`config.mk`:
```
export PLATFORM = sky130hd
export DESIGN_NAME = iso_pingpong_ep
export DESIGN_NICKNAME = d
export VERILOG_FILES = /design/src/rtl/iso_pp_pkg.sv /design/src/rtl/iso_pp_frame_ctl.sv /design/src/rtl/iso_pp_bank.sv /design/src/rtl/iso_pp_tx.sv /design/src/rtl/iso_pingpong_ep.sv
export SDC_FILE = /design/constraint.sdc
export NUM_CORES = 1
export LEC_CHECK = 0
export BUFFER_PORTS_ARGS = -buffer_cell sky130_fd_sc_hd__buf_4
export CAP_MARGIN = 10
export CORE_UTILIZATION = 40
export DETAILED_ROUTE_END_ITERATION = 6
export GPL_TIMING_DRIVEN = 1
export PLACE_DENSITY = 0.6
export SETUP_SLACK_MARGIN = 0.05
export SLEW_MARGIN = 20
export SYNTH_ARGS = -nofsm -noshare
export SYNTH_HDL_FRONTEND = slang
export SYNTH_SLANG_ARGS = --single-unit
```
`constraint.sdc`:
```
create_clock -name clk -period 10.04 [get_ports clk]
set_input_delay 0 -clock clk [delete_from_list [all_inputs] [get_ports clk]]
set_output_delay 0 -clock clk [all_outputs]
set_load 0.005 [all_outputs]
```
`src/rtl/iso_pp_pkg.sv`:
```
package iso_pp_pkg;

  typedef enum logic {
    TX_IDLE = 1'b0,
    TX_DATA = 1'b1
  } tx_state_e;

  // True when a frame-relative cycle count lies in the unsafe zone
  // around the buffer exchange. Before the first exchange nothing is unsafe.
  function automatic logic in_guard(input logic        seen,
                                    input int unsigned fcnt,
                                    input int unsigned frame_cyc,
                                    input int unsigned pre,
                                    input int unsigned post);
    if (!seen) return 1'b0;
    return (fcnt < post) || (fcnt + pre >= frame_cyc);
  endfunction

  // True when writing byte address addr lengthens a packet of cur bytes.
  function automatic logic extends_len(input int unsigned cur,
                                       input int unsigned addr);
    return (addr + 1) > cur;
  endfunction

endpackage

```
`src/rtl/iso_pp_frame_ctl.sv`:
```
module iso_pp_frame_ctl
  import iso_pp_pkg::*;
#(
  parameter int unsigned FRAME_CYC  = 48000,
  parameter int unsigned GUARD_PRE  = 2400,
  parameter int unsigned GUARD_POST = 2400,
  parameter int unsigned IRQ_DLY    = 480
) (
  input  logic clk,
  input  logic rst_n,
  input  logic sof_i,
  output logic cpu_sel_o,
  output logic guard_o,
  output logic irq_o
);

  localparam int unsigned FW = $clog2(FRAME_CYC + 1);
  localparam int unsigned DW = $clog2(IRQ_DLY + 1);

  logic [FW-1:0] fcnt_q;
  logic          seen_q;
  logic          sel_q;
  logic [DW-1:0] dly_q;
  logic          irq_q;

  always_ff @(posedge clk or negedge rst_n) begin
    if (!rst_n) begin
      fcnt_q <= '0;
      seen_q <= 1'b0;
      sel_q  <= 1'b0;
      dly_q  <= '0;
      irq_q  <= 1'b0;
    end else begin
      irq_q <= (dly_q == DW'(1)) && !sof_i;
      if (sof_i) begin
        fcnt_q <= '0;
        seen_q <= 1'b1;
        sel_q  <= ~sel_q;
        dly_q  <= DW'(IRQ_DLY);
      end else begin
        if (fcnt_q != FW'(FRAME_CYC)) fcnt_q <= fcnt_q + 1'b1;
        if (dly_q != '0)              dly_q  <= dly_q - 1'b1;
      end
    end
  end

  assign guard_o   = sof_i | in_guard(seen_q, 32'(fcnt_q), FRAME_CYC, GUARD_PRE, GUARD_POST);
  assign cpu_sel_o = sel_q;
  assign irq_o     = irq_q;

  AST_SEL_TOGGLES: assert property (@(posedge clk) disable iff (!rst_n)
    sof_i |=> (cpu_sel_o != $past(cpu_sel_o)));
  AST_IRQ_SINGLE: assert property (@(posedge clk) disable iff (!rst_n)
    irq_o |=> !irq_o);
  AST_NO_SWAP_WITHOUT_SOF: assert property (@(posedge clk) disable iff (!rst_n)
    !sof_i |=> $stable(cpu_sel_o));

endmodule

```
`src/rtl/iso_pp_bank.sv`:
```
module iso_pp_bank
  import iso_pp_pkg::*;
#(
  parameter int unsigned DATA_W = 8,
  parameter int unsigned DEPTH  = 64
) (
  input  logic                        clk,
  input  logic                        rst_n,
  input  logic                        swap_i,
  input  logic                        cpu_sel_i,
  input  logic                        wr_en_i,
  input  logic [$clog2(DEPTH)-1:0]    wr_addr_i,
  input  logic [DATA_W-1:0]           wr_data_i,
  input  logic                        consume_i,
  input  logic [$clog2(DEPTH)-1:0]    rd_addr_i,
  output logic [DATA_W-1:0]           rd_data_o,
  output logic [$clog2(DEPTH+1)-1:0]  usb_len_o
);

  localparam int unsigned AW = $clog2(DEPTH);
  localparam int unsigned CW = $clog2(DEPTH + 1);

  logic [CW-1:0]     len_w  [2];
  logic [DATA_W-1:0] rdat_w [2];
  logic [CW-1:0]     cpu_len_w;

  for (genvar b = 0; b < 2; b++) begin : g_buf
    logic [DATA_W-1:0] mem [DEPTH];
    logic [CW-1:0]     cnt_q;
    logic              cpu_own;

    assign cpu_own = (cpu_sel_i == 1'(b));

    always_ff @(posedge clk) begin
      if (wr_en_i && cpu_own) mem[wr_addr_i] <= wr_data_i;
    end

    always_ff @(posedge clk or negedge rst_n) begin
      if (!rst_n) begin
        cnt_q <= '0;
      end else if (swap_i) begin
        if (!cpu_own) cnt_q <= '0;
      end else if (consume_i && !cpu_own) begin
        cnt_q <= '0;
      end else if (wr_en_i && cpu_own && extends_len(32'(cnt_q), 32'(wr_addr_i))) begin
        cnt_q <= CW'(wr_addr_i) + CW'(1);
      end
    end

    assign len_w[b]  = cnt_q;
    assign rdat_w[b] = mem[rd_addr_i];
  end

  assign usb_len_o = len_w[~cpu_sel_i];
  assign rd_data_o = rdat_w[~cpu_sel_i];
  assign cpu_len_w = len_w[cpu_sel_i];

  AST_CPU_CNT_CLEARED: assert property (@(posedge clk) disable iff (!rst_n)
    swap_i |=> (cpu_len_w == '0));
  AST_LEN_HANDOVER: assert property (@(posedge clk) disable iff (!rst_n)
    swap_i |=> (usb_len_o == $past(cpu_len_w)));
  AST_LEN_BOUND: assert property (@(posedge clk) disable iff (!rst_n)
    cpu_len_w <= CW'(DEPTH));

  localparam int unsigned UNUSED_AW = AW;

endmodule

```
`src/rtl/iso_pp_tx.sv`:
```
module iso_pp_tx
  import iso_pp_pkg::*;
#(
  parameter int unsigned DATA_W = 8,
  parameter int unsigned DEPTH  = 64,
  parameter int unsigned EP_NUM = 8
) (
  input  logic                        clk,
  input  logic                        rst_n,
  input  logic                        tok_i,
  input  logic [3:0]                  tok_ep_i,
  input  logic                        zlp_en_i,
  input  logic                        swap_i,
  input  logic [$clog2(DEPTH+1)-1:0]  usb_len_i,
  input  logic [DATA_W-1:0]           rd_data_i,
  output logic [$clog2(DEPTH)-1:0]    rd_addr_o,
  output logic                        consume_o,
  output logic                        tx_valid_o,
  output logic [DATA_W-1:0]           tx_data_o,
  output logic                        tx_last_o,
  output logic                        tx_zlp_o
);

  localparam int unsigned AW = $clog2(DEPTH);
  localparam int unsigned CW = $clog2(DEPTH + 1);

  tx_state_e     state_q;
  logic [AW-1:0] ptr_q;
  logic          zlp_q;
  logic          ep_hit_w;
  logic          is_last_w;

  assign ep_hit_w  = tok_i && (tok_ep_i == 4'(EP_NUM));
  assign is_last_w = (state_q == TX_DATA) && ((CW'(ptr_q) + CW'(1)) == usb_len_i);

  always_ff @(posedge clk or negedge rst_n) begin
    if (!rst_n) begin
      state_q <= TX_IDLE;
      ptr_q   <= '0;
      zlp_q   <= 1'b0;
    end else begin
      zlp_q <= 1'b0;
      case (state_q)
        TX_IDLE: begin
          if (ep_hit_w && !swap_i) begin
            if (usb_len_i != '0) begin
              state_q <= TX_DATA;
              ptr_q   <= '0;
            end else if (zlp_en_i) begin
              zlp_q <= 1'b1;
            end
          end
        end
        default: begin
          if (swap_i || is_last_w) state_q <= TX_IDLE;
          else                     ptr_q   <= ptr_q + 1'b1;
        end
      endcase
    end
  end

  assign consume_o  = is_last_w && !swap_i;
  assign rd_addr_o  = ptr_q;
  assign tx_valid_o = (state_q == TX_DATA);
  assign tx_data_o  = rd_data_i;
  assign tx_last_o  = is_last_w;
  assign tx_zlp_o   = zlp_q;

  AST_ZLP_NEEDS_EN: assert property (@(posedge clk) disable iff (!rst_n)
    tx_zlp_o |-> $past(zlp_en_i));
  AST_ZLP_ONLY_EMPTY: assert property (@(posedge clk) disable iff (!rst_n)
    tx_zlp_o |-> ($past(usb_len_i) == '0));
  AST_ZLP_NOT_WITH_DATA: assert property (@(posedge clk) disable iff (!rst_n)
    tx_zlp_o |-> !tx_valid_o);
  AST_ZLP_OWN_EP: assert property (@(posedge clk) disable iff (!rst_n)
    tx_zlp_o |-> $past(tok_ep_i) == 4'(EP_NUM));
  AST_STREAM_FROM_ZERO: assert property (@(posedge clk) disable iff (!rst_n)
    $rose(tx_valid_o) |-> (rd_addr_o == '0));
  AST_STREAM_STEP: assert property (@(posedge clk) disable iff (!rst_n)
    (tx_valid_o && $past(tx_valid_o) && !$past(tx_last_o))
      |-> (rd_addr_o == AW'($past(rd_addr_o) + 1'b1)));

endmodule

```
`src/rtl/iso_pingpong_ep.sv`:
```
module iso_pingpong_ep
  import iso_pp_pkg::*;
#(
  parameter int unsigned DATA_W     = 8,
  parameter int unsigned DEPTH      = 64,
  parameter int unsigned EP_NUM     = 8,
  parameter int unsigned FRAME_CYC  = 48000,
  parameter int unsigned GUARD_PRE  = 2400,
  parameter int unsigned GUARD_POST = 2400,
  parameter int unsigned IRQ_DLY    = 480
) (
  input  logic                     clk,
  input  logic                     rst_n,
  input  logic                     sof_i,
  input  logic                     cfg_zlp_en_i,
  input  logic                     cpu_wr_i,
  input  logic [$clog2(DEPTH)-1:0] cpu_addr_i,
  input  logic [DATA_W-1:0]        cpu_data_i,
  output logic                     cpu_wr_err_o,
  output logic                     cpu_sel_o,
  output logic                     sof_irq_o,
  input  logic                     tok_i,
  input  logic [3:0]               tok_ep_i,
  output logic                     tx_valid_o,
  output logic [DATA_W-1:0]        tx_data_o,
  output logic                     tx_last_o,
  output logic                     tx_zlp_o
);

  localparam int unsigned AW = $clog2(DEPTH);
  localparam int unsigned CW = $clog2(DEPTH + 1);

  logic              guard_w;
  logic              wr_ok_w;
  logic              consume_w;
  logic [AW-1:0]     rd_addr_w;
  logic [DATA_W-1:0] rd_data_w;
  logic [CW-1:0]     usb_len_w;
  logic              err_q;

  iso_pp_frame_ctl #(
    .FRAME_CYC (FRAME_CYC),
    .GUARD_PRE (GUARD_PRE),
    .GUARD_POST(GUARD_POST),
    .IRQ_DLY   (IRQ_DLY)
  ) u_frame (
    .clk      (clk),
    .rst_n    (rst_n),
    .sof_i    (sof_i),
    .cpu_sel_o(cpu_sel_o),
    .guard_o  (guard_w),
    .irq_o    (sof_irq_o)
  );

  assign wr_ok_w = cpu_wr_i && !guard_w;

  always_ff @(posedge clk or negedge rst_n) begin
    if (!rst_n) err_q <= 1'b0;
    else        err_q <= cpu_wr_i && guard_w;
  end
  assign cpu_wr_err_o = err_q;

  iso_pp_bank #(
    .DATA_W(DATA_W),
    .DEPTH (DEPTH)
  ) u_bank (
    .clk      (clk),
    .rst_n    (rst_n),
    .swap_i   (sof_i),
    .cpu_sel_i(cpu_sel_o),
    .wr_en_i  (wr_ok_w),
    .wr_addr_i(cpu_addr_i),
    .wr_data_i(cpu_data_i),
    .consume_i(consume_w),
    .rd_addr_i(rd_addr_w),
    .rd_data_o(rd_data_w),
    .usb_len_o(usb_len_w)
  );

  iso_pp_tx #(
    .DATA_W(DATA_W),
    .DEPTH (DEPTH),
    .EP_NUM(EP_NUM)
  ) u_tx (
    .clk       (clk),
    .rst_n     (rst_n),
    .tok_i     (tok_i),
    .tok_ep_i  (tok_ep_i),
    .zlp_en_i  (cfg_zlp_en_i),
    .swap_i    (sof_i),
    .usb_len_i (usb_len_w),
    .rd_data_i (rd_data_w),
    .rd_addr_o (rd_addr_w),
    .consume_o (consume_w),
    .tx_valid_o(tx_valid_o),
    .tx_data_o (tx_data_o),
    .tx_last_o (tx_last_o),
    .tx_zlp_o  (tx_zlp_o)
  );

  AST_ERR_FROM_WRITE: assert property (@(posedge clk) disable iff (!rst_n)
    cpu_wr_err_o |-> $past(cpu_wr_i));
  AST_ERR_ON_SOF_WRITE: assert property (@(posedge clk) disable iff (!rst_n)
    (sof_i && cpu_wr_i) |=> cpu_wr_err_o);
  AST_LAST_IN_PACKET: assert property (@(posedge clk) disable iff (!rst_n)
    tx_last_o |-> tx_valid_o);
  AST_EMPTY_AFTER_LAST: assert property (@(posedge clk) disable iff (!rst_n)
    (tx_last_o && !sof_i) |=> (usb_len_w == '0));

endmodule

```
==> out/metrics.yaml <==
run_status: "completed"
drive_gt1_share_pct: 28.4
yosys_warnings: 0
slew_viol_final: 0
grt_pass1_wl_mm: 150
root_buffer: "clkbuf_16"
drt_drc_violations_left: 0
antenna_found_initial: 8
holdPathStages: 5
dr_total_vias: 20943
switching_power_w: 0.00303
cts.repair.resized: 0
drt_iter0_drc: 2236
ctsHoldBuffers: 27
r2r-start: "u_tx.rd_addr_o[0]$_DFFE_PN0P_"
overflow: 0
fp.dieH_um: 331
clkTransAtPathRegs_ns: 0.06
multi_input_area_um2: 10700
dieArea_um2: 109000
placementRows: 120
place_area_um2: 45400
internal_power_w: 0.00857
finalInstanceArea_um2: 49300
dieWidth_um: 331
max-slew-margin-rel_pct: 24.1
setup.worst_path.start: "u_tx.rd_addr_o[0]$_DFFE_PN0P_"
ys_async_sr_fraction_pct: 4.74
grt_setup_unrepaired: "no"
met3_usage_pct: 4.49
grt_max_degree: 103
cts-buffers-inserted: 108
insertion_delay_ns: 0.69
layout.filler_cells: 8829
drt_wl_total_mm: 103
cts_setup_buffers: 0
hold_violations: 0
syn_area_um2: 43200
ios: 38
whs_endpoint: "u_tx.tx_zlp_o$_DFF_PN0_"
reg2reg_depth: 10
route.antenna.remaining_nets: 0
vdd_drop_max_mv: 0.201
wl_per_cell_um: 28.0
cts_tree: "built"
grt_pass1_vias: 21555
synth.net_count: 2113
grt_util_met1_pct: 26.1
finClkSkew_ns: 0.0254
dr.pass1.iters: 6
cts_buffer_depth: 3
r2r-end: "u_bank.g_buf[0].cnt_q[6]$_DFFE_PN0P_"
diodes: 0
max_slew.worst_pin.slew_ns: 1.13
hp-start: "tok_ep_i[1]"
cts_sinks: 1075
setup_tns_ns: 0
swShare_pct: 26.1
fin_util_pct: 46.0
end_kind: "output port"
cp_max_fo: 90
synth_edf_count: 1024
final_nets: 2238
place_congestion: 0.854
leakage_nw: 15.2
portBuffers: 37
yosysSeqAreaShare_pct: 74.2
ys.flop_type: "edfxtp_1"
use_met2_pct: 31.2
setup_viol: 0
period_share_pct: 53.1
grt_usage_pct: 19.2
power.share.clock_pct: 35.3
synth.distinct_cells: 62
cap_violations: 0
syn2layout_area_growth_pct: 14.2
rrSetupSlack_ns: 5.43
synthCells: 2067
worstPathArrival_ns: 5.33
cts_max_level: 3
fin_crit_ns: 5.33
viasPerCell: 5.68
hp-class: "input pin to flip-flop"
seq_area_um2: 32000
seq_power_share_pct: 43.6
gr-max-usage-layer: "met2"
cp-start-kind: "flip-flop"
start_util_pct: 40.3
timing.fmax_mhz: 188
synth_seq_cells: 1075
power_frac_comb_pct: 21.1
hpwl_mm: 63.1
core_area_um2: 107000
syn_area_per_cell_um2: 20.9
crit_type: "flip-flop to output port"
power_density_nw_per_um2: 235
cp.required_ns: 10.04
==> how the worst max path moves through the flow <==
stage | endpoint | cells after the start
global placement | tx_data_o[0] | 7
CTS | tx_data_o[0] | 7
floorplan | u_bank.g_buf[1].mem[15][0]$_DFFE_PP_ | 11
finish | tx_data_o[0] | 7
detailed placement | tx_data_o[0] | 7
global route | tx_data_o[0] | 7
==> state kept, by name, indices dropped and copies added, names as in the netlist <==
signal / flops
u_bank.g_buf.cnt_q: 14
cpu_wr_err_o: 1
u_tx.tx_zlp_o: 1
u_tx.tx_valid_o: 1
u_frame.fcnt_q: 16
u_bank.g_buf.mem: 1024
u_frame.dly_q: 9
u_tx.rd_addr_o: 6
u_frame.seen_q: 1
u_frame.cpu_sel_o: 1
u_frame.irq_o: 1
==> final cells by class <==
type	instances	area share (%)
Multi-Input combinational cell	838	21.6
Clock buffer	127	5.71
Timing Repair Buffer	134	2.27
Tap cell	1403	3.56
Clock inverter	76	1.58
Sequential cell	1075	65.0
Inverter	35	0.267
==> power by group through the flow <==
stage / Sequential, W / Clock [W] / Combinational (W)
final: 0.00506 / 0.00409 / 0.00245
after global routing: 0.00507 / 0.00432 / 0.00260
after CTS: 0.00506 / 0.00416 / 0.00249
after detailed placement: 0.00516 / 0 / 0.00247
after global placement: 0.00516 / 0 / 0.00244
after floorplan: 0.00504 / 0 / 0.00180
==> through the flow <==
step                      hold slack (ns)  instances  worst slack, ns  total power (W)
final                               0.187       3688             4.71           0.0116
after global routing                0.184       3688             4.35           0.0120
after CTS                           0.134       3688             4.59           0.0117
after detailed placement           0.0852       3458             5.31          0.00763
after global placement             0.0698       3457             5.33          0.00760
after floorplan                    -0.296       2067             6.46          0.00684
==> synth_stat cells (14+ instances only) <==
cell	instances	area, µm²
buf_1	21	78.8
nand3_1	20	100
ha_1	22	275
xor2_1	16	140
clkbuf_1	40	150
nor2_1	126	473
mux4_2	328	7390
nor3_1	55	275
buf_2	55	275
o21ai_0	14	70.1
dfrtp_1	51	1280
xnor2_1	17	149
inv_1	34	128
mux2i_1	29	290
edfxtp_1	1024	30700
nand2_1	66	248
==> worst max-delay path: stages, from the launching register on <==
cell	delay, ns
dfrtp_4	0.83
buf_12	0.59
buf_4	0.80
mux4_2	0.61
mux4_2	0.52
mux4_2	0.54
o21a_1	0.34
buf_4	0.21
==> layout by cell type, fill, tap and decap left out, types with 20 or more instances in the layout <==
cell and instances:
ha_1 22, edfxtp_1 1024, clkinv_2 20, clkbuf_16 110, inv_1 34, nand3_1 20, nor2_1 112, buf_4 104
dlygate4sd3_1 26, clkinv_1 29, mux2i_1 29, nor3_1 42, mux4_2 328, nand2_1 66, dfrtp_1 47
==> cells by family (layout without fill, tap and decap cells) <==
kind of cell             Yosys count  in the layout  share of synthesized area, %
adder cells (fa/ha/maj)           22             22                         0.638
XOR/XNOR                          33             33                         0.669
flip-flops                      1075           1075                          74.2
multiplexers                     360            360                          17.9
AND/OR/NAND/NOR                  340            340                          3.66
buffers and inverters            154            372                          1.54
AO/OA/AOI/OAI                     83             83                          1.44
==> layer usage <==
metal / up-vias / routed length [µm]
met4: 0 / 2070
met1: 11182 / 42600
met3: 141 / 7770
met5: - / 0
met2: 799 / 50700
li1: 8821 / -
(Power assumes the default switching activity.)
